[src/rtl/ifg_pkg.sv]
package ifg_pkg;

   typedef enum logic [1:0] {
      SPD_10M    = 2'b00,
      SPD_100M   = 2'b01,
      SPD_1G     = 2'b10,
      SPD_1G_ALT = 2'b11
   } spd_e;

   // Largest extension any valid code adds, in byte times.
   localparam int unsigned EXT_MAX_BYTES = 6;

   // Extra byte times a gap code adds to the base gap.
   function automatic int unsigned ext_bytes(input logic [2:0] c);
      case (c)
         3'b101:  return 1;
         3'b111:  return 2;
         3'b001:  return 3;
         3'b010:  return 6;
         default: return 0;
      endcase
   endfunction

   function automatic logic code_ok(input logic [2:0] c);
      return (c == 3'b011) || (c == 3'b101) || (c == 3'b111) ||
             (c == 3'b001) || (c == 3'b010);
   endfunction

endpackage

[src/rtl/ifg_code_decode.sv]
module ifg_code_decode
   import ifg_pkg::*;
#(
   parameter int unsigned BASE_BYTES = 12,
   parameter int unsigned CNT_W      = 5
) (
   input  logic [2:0]       code,
   output logic [CNT_W-1:0] load_val,
   output logic             reserved
);

   logic [CNT_W-1:0] len_tbl [8];
   logic [7:0]       rsv_tbl;

   // One table entry per code value, built at elaboration.
   for (genvar g = 0; g < 8; g++) begin : g_ent
      localparam logic [2:0] C = 3'(g);
      assign len_tbl[g] = CNT_W'(BASE_BYTES + ext_bytes(C));
      assign rsv_tbl[g] = ~code_ok(C);
   end

   assign load_val = len_tbl[code];
   assign reserved = rsv_tbl[code];

endmodule

[src/rtl/ifg_byte_tick.sv]
module ifg_byte_tick
   import ifg_pkg::*;
#(
   parameter int unsigned DIV_100 = 10,
   parameter int unsigned DIV_10  = 100
) (
   input  logic clk,
   input  logic rst_n,
   input  logic clear,
   input  logic run,
   input  spd_e spd,
   output logic tick
);

   localparam int unsigned DIV_W = (DIV_10 > 1) ? $clog2(DIV_10) : 1;

   logic [DIV_W-1:0] div_q;
   logic [DIV_W-1:0] lim_m1;

   always_comb begin
      case (spd)
         SPD_10M:  lim_m1 = DIV_W'(DIV_10 - 1);
         SPD_100M: lim_m1 = DIV_W'(DIV_100 - 1);
         default:  lim_m1 = '0;
      endcase
   end

   assign tick = run & (div_q == lim_m1);

   always_ff @(posedge clk or negedge rst_n) begin
      if (!rst_n) begin
         div_q <= '0;
      end else if (clear || tick || !run) begin
         div_q <= '0;
      end else begin
         div_q <= div_q + DIV_W'(1);
      end
   end

endmodule

[src/rtl/ifg_gap_counter.sv]
module ifg_gap_counter #(
   parameter int unsigned CNT_W = 5
) (
   input  logic             clk,
   input  logic             rst_n,
   input  logic             start,
   input  logic [CNT_W-1:0] load_val,
   input  logic             tick,
   output logic             ready
);

   logic [CNT_W-1:0] cnt_q;
   logic             rdy_q;

   // A start takes priority over the final tick of a running gap.
   always_ff @(posedge clk or negedge rst_n) begin
      if (!rst_n) begin
         cnt_q <= '0;
         rdy_q <= 1'b1;
      end else if (start) begin
         cnt_q <= load_val;
         rdy_q <= 1'b0;
      end else if (!rdy_q && tick) begin
         cnt_q <= cnt_q - CNT_W'(1);
         if (cnt_q == CNT_W'(1)) begin
            rdy_q <= 1'b1;
         end
      end
   end

   assign ready = rdy_q;

endmodule

[src/rtl/ifg_timer.sv]
module ifg_timer
   import ifg_pkg::*;
#(
   parameter int unsigned DIV_100    = 10,
   parameter int unsigned DIV_10     = 100,
   parameter int unsigned BASE_BYTES = 12
) (
   input  logic       clk,
   input  logic       rst_n,
   input  logic [1:0] speed_sel,
   input  logic [2:0] gap_code,
   input  logic       frame_end,
   output logic       tx_ready,
   output logic       code_err
);

   localparam int unsigned CNT_W = $clog2(BASE_BYTES + EXT_MAX_BYTES + 1);

   if (DIV_100 < 1 || DIV_10 < DIV_100) begin : g_bad_div
      $error("ifg_timer: dividers must satisfy 1 <= DIV_100 <= DIV_10");
   end
   if (BASE_BYTES < 1) begin : g_bad_base
      $error("ifg_timer: BASE_BYTES must be at least 1");
   end

   spd_e             spd_q;
   logic             err_q;
   logic [CNT_W-1:0] load_val;
   logic             rsv;
   logic             tick;
   logic             ready;

   always_ff @(posedge clk or negedge rst_n) begin
      if (!rst_n) begin
         spd_q <= SPD_1G;
         err_q <= 1'b0;
      end else if (frame_end) begin
         spd_q <= spd_e'(speed_sel);
         err_q <= rsv;
      end
   end

   ifg_code_decode #(
      .BASE_BYTES(BASE_BYTES),
      .CNT_W     (CNT_W)
   ) u_dec (
      .code    (gap_code),
      .load_val(load_val),
      .reserved(rsv)
   );

   ifg_byte_tick #(
      .DIV_100(DIV_100),
      .DIV_10 (DIV_10)
   ) u_tick (
      .clk  (clk),
      .rst_n(rst_n),
      .clear(frame_end),
      .run  (~ready),
      .spd  (spd_q),
      .tick (tick)
   );

   ifg_gap_counter #(
      .CNT_W(CNT_W)
   ) u_cnt (
      .clk     (clk),
      .rst_n   (rst_n),
      .start   (frame_end),
      .load_val(load_val),
      .tick    (tick),
      .ready   (ready)
   );

   assign tx_ready = ready;
   assign code_err = err_q;

endmodule

[config.mk]
export PLATFORM = sky130hd
export DESIGN_NAME = ifg_timer
export DESIGN_NICKNAME = d
export VERILOG_FILES = /design/src/rtl/ifg_pkg.sv /design/src/rtl/ifg_code_decode.sv /design/src/rtl/ifg_byte_tick.sv /design/src/rtl/ifg_gap_counter.sv /design/src/rtl/ifg_timer.sv
export SDC_FILE = /design/constraint.sdc
export NUM_CORES = 1
export LEC_CHECK = 0
export ABC_AREA = 0
export BUFFER_PORTS_ARGS = -buffer_cell sky130_fd_sc_hd__buf_2
export CORE_ASPECT_RATIO = 2
export CORE_MARGIN = 2
export CORE_UTILIZATION = 30
export DETAILED_ROUTE_END_ITERATION = 6
export PLACE_DENSITY = 0.46
export SYNTH_ARGS = -nofsm -noshare
export SYNTH_HDL_FRONTEND = slang
export SYNTH_SLANG_ARGS = --single-unit
[constraint.sdc]
create_clock -name clk -period 1.5 [get_ports clk]
set_clock_uncertainty 0.05 [all_clocks]
set_input_delay 0.3 -clock clk [delete_from_list [all_inputs] [get_ports clk]]
set_output_delay 0.3 -clock clk [all_outputs]
set_load 0.01 [all_outputs]
==> results.sh <==
export IMPL_std_cell_rows=30
export IMPL_clockBufferDepth=2
export IMPL_cp_cell_sequence="nor4b_2 > buf_4 > a211o_4 > and3_4 > a221o_1"
export IMPL_reg2reg_depth=5
export IMPL_violations="negative setup slack"
export IMPL_synth_area_um2=1050
export IMPL_critical_path_top_delay_family="compound AO/OA/AOI/OAI gates"
export IMPL_grt_util_all_layers_pct=16.6
export IMPL_drv_cap=0
export IMPL_hold_class="primary input to register"
export IMPL_drive_gt1_share_pct=40.6
export IMPL_gp_congestion=0.839
export IMPL_final_max_slew_viol_count=0
export IMPL_grt_pass1_wl_um=4850
export IMPL_arrival_ns=1.81
export IMPL_crit_required_ns=1.58
export IMPL_synthCells=101
export IMPL_n_antenna_cell=0
export IMPL_clock_latency_ns=0.25
export IMPL_slowest_delay_ns=0.57
export IMPL_p_total_mw=1.36
export IMPL_peakVddDrop_uv=652
export IMPL_dpl_cell_area_um2=1310
export IMPL_multi_input_area_um2=638
export IMPL_drtIter0Drc=19
export IMPL_power_density_nw_per_um2=972
export IMPL_setup_viol=13
export IMPL_path_clk_slew_ns=0.07
export IMPL_syn_avg_cell_area_um2=10.4
export IMPL_worst_slew_margin_rel_pct=74.1
export IMPL_drt_pass1_iterations=2
export IMPL_root_buffer="clkbuf_8"
export IMPL_route_detailed_drc=0
export IMPL_cts_sinks=16
export IMPL_design_area_um2=1400
export IMPL_grt_overflow=0
export IMPL_io_pins=10
export IMPL_wl_um=2770
export IMPL_grt_max_degree=17
export IMPL_leakage_nw=0.650
export IMPL_fp_dieW_um=45.9
export IMPL_coreArea_um2=3380
export IMPL_finalCritPeriodShare_pct=115
export IMPL_ys_seq_area_share_pct=38.2
export IMPL_start_kind="register"
export IMPL_cts_tree="yes"
export IMPL_antenna_found_initial=0
export IMPL_rsz0062_at_grt="yes"
export IMPL_synth_seq_cells=16
export IMPL_regArea_um2=403
export IMPL_synthesis_nets=116
export IMPL_synth_warnings=0
export IMPL_cp_slowest_cell="dfstp_2"
export IMPL_netlist_cell_type_count=41
export IMPL_fillers=354
export IMPL_die_y_um=87.9
export IMPL_cts_buffers=3
export IMPL_numPortBuffers=9
export IMPL_layout_commonest_cell="buf_4"
export IMPL_min_period_ns=1.72
export IMPL_htree_levels=1
export IMPL_routedWlPerCell_um=16.3
export IMPL_layout_nets=154
export IMPL_critPathKind="register to register"
export IMPL_via_per_inst=5.34
export IMPL_status="finished with violations"
export IMPL_die_area_um2=4030
export IMPL_ant_nets=0
export IMPL_final_util_pct=41.5
export IMPL_max_freq_ghz=0.581
export IMPL_cp_num_buf_inv=1
export IMPL_critPathMaxFanout=6
export IMPL_hold_viol_final=0
export IMPL_dp_hpwl_um=2270
export IMPL_cp_num_cells=5
export IMPL_grt_pass1_vias=1043
export IMPL_holdPathStages=2
export IMPL_vias=908
export IMPL_tightest_slew_ns=0.387
export IMPL_final_cell_mix="24 x buf_4, 17 x nor2_1, 14 x dfrtp_1, 9 x buf_2, 8 x inv_1"
export IMPL_synthToLayoutAreaGrowth_pct=32.9
export IMPL_endpoint_kind="register"
export IMPL_setup_slack_ns=-0.222
export IMPL_start_util_pct=31.2
per-layer routing:
layer / part of all wire (%) / track usage (%) / vias to the layer above / routed length (um)
met2: 60 / 32.4 / 7 / 1670
met1: 38 / 16.4 / 452 / 1040
met5: 0 / 0 / - / 0
met3: 1.1 / 1.86 / 2 / 31
li1: - / - / 447 / -
met4: 1.0 / 6.23 / 0 / 28
cells by family after synthesis:
kind of cell / after synthesis / share of synthesized area, %
AND/OR/NAND/NOR: 42 / 23.6
AO/OA/AOI/OAI: 18 / 17.8
flip-flops: 16 / 38.2
buffers and inverters: 9 / 3.91
adder cells (fa/ha/maj): 7 / 8.30
XOR/XNOR: 5 / 4.15
multiplexers: 4 / 4.03
where the power goes:
group / internal (mW) / total, mW / switching [mW]
Clock: 0.233 / 0.386 / 0.153
Combinational: 0.243 / 0.458 / 0.216
Sequential: 0.476 / 0.518 / 0.0422
Total: 0.951 / 1.36 / 0.411
synthesized netlist by cell type:
cell	number	area share (%)
nor3b_1	2	1.4
and4b_4	1	1.3
o41ai_1	1	0.83
nand2b_1	1	0.59
o311ai_4	1	2.5
nor4b_2	1	1.4
a211o_4	1	1.7
nand2_1	2	0.71
ha_1	7	8.3
nor4_1	1	0.59
a22oi_1	1	0.71
a211o_1	1	0.83
nor2b_1	2	1.2
nor3_1	3	1.4
or2_1	1	0.59
a22o_4	1	1.7
mux2_2	2	2.1
a211oi_2	1	1.2
or2_2	2	1.2
buf_6	1	1.1
a31oi_1	1	0.59
nand3_1	2	0.95
o2111ai_1	2	1.7
xnor2_1	3	2.5
nor4b_1	1	0.83
dfstp_2	2	5.0
a311o_1	1	0.95
a41oi_1	2	1.7
and4bb_4	1	1.5
and3_1	2	1.2
nand4_1	1	0.59
nor2_1	17	6.0
a221o_1	1	0.95
a311oi_1	2	1.7
and4b_1	1	0.95
inv_1	8	2.8
and3_4	1	1.1
xor2_1	2	1.7
dfrtp_1	14	33
a21oi_1	2	0.95
mux2i_1	2	1.9
final timing paths:
kind	from	end	slack (ns)
min in group asynchronous	rst_n	u_cnt.cnt_q[2]$_DFFE_PN0P_	0.45
setup / recovery	spd_q[1]$_DFFE_PN1P_	u_cnt.cnt_q[0]$_DFFE_PN0P_	-0.22
setup reg to reg	spd_q[1]$_DFFE_PN1P_	u_cnt.cnt_q[0]$_DFFE_PN0P_	-0.22
max in group asynchronous	rst_n	spd_q[1]$_DFFE_PN1P_	0.63
hold reg to reg	code_err$_DFFE_PN0P_	code_err$_DFFE_PN0P_	0.48
hold / removal	frame_end	u_cnt.ready$_DFFE_PN1P_	0.19
what timing repair did:
item	in CTS	in global routing
setup endpoints to repair	13	13
setup buffers	0	0
hold endpoints to repair	14	0
hold buffers	1	0
gates resized for setup	4	0
final cells by class:
class	count	area share, %
multi-input combinational	76	45.5
inverter	8	2.14
timing repair buffer	34	16.8
tap	32	2.86
sequential	16	28.8
clock buffer	4	3.93
sequential cells by signal, summed over array words and instances, names as in the netlist:
| name | count |
|---|---|
| u_tick.div_q | 7 |
| u_cnt.cnt_q | 5 |
| spd_q | 2 |
| code_err | 1 |
| u_cnt.ready | 1 |
worst reg2reg max path, delay by kind of cell (launching register included):
family                 cells  cell delay, ns
AND/OR/NAND/NOR            2            0.23
flip-flops                 1            0.57
AO/OA/AOI/OAI              2            0.62
buffers and inverters      1            0.14
stage by stage:
stage | hold slack, ns | setup WS (ns) | std cells | TNS, ns
CTS | 0.185 | -0.220 | 170 | -2.00
global placement | 0.196 | -0.169 | 165 | -1.52
global route | 0.193 | -0.291 | 170 | -3.10
detailed placement | 0.206 | -0.213 | 165 | -1.90
finish | 0.192 | -0.222 | 170 | -1.94
floorplan | -0.0456 | -0.176 | 101 | -0.820
(Power assumes the default switching activity.)
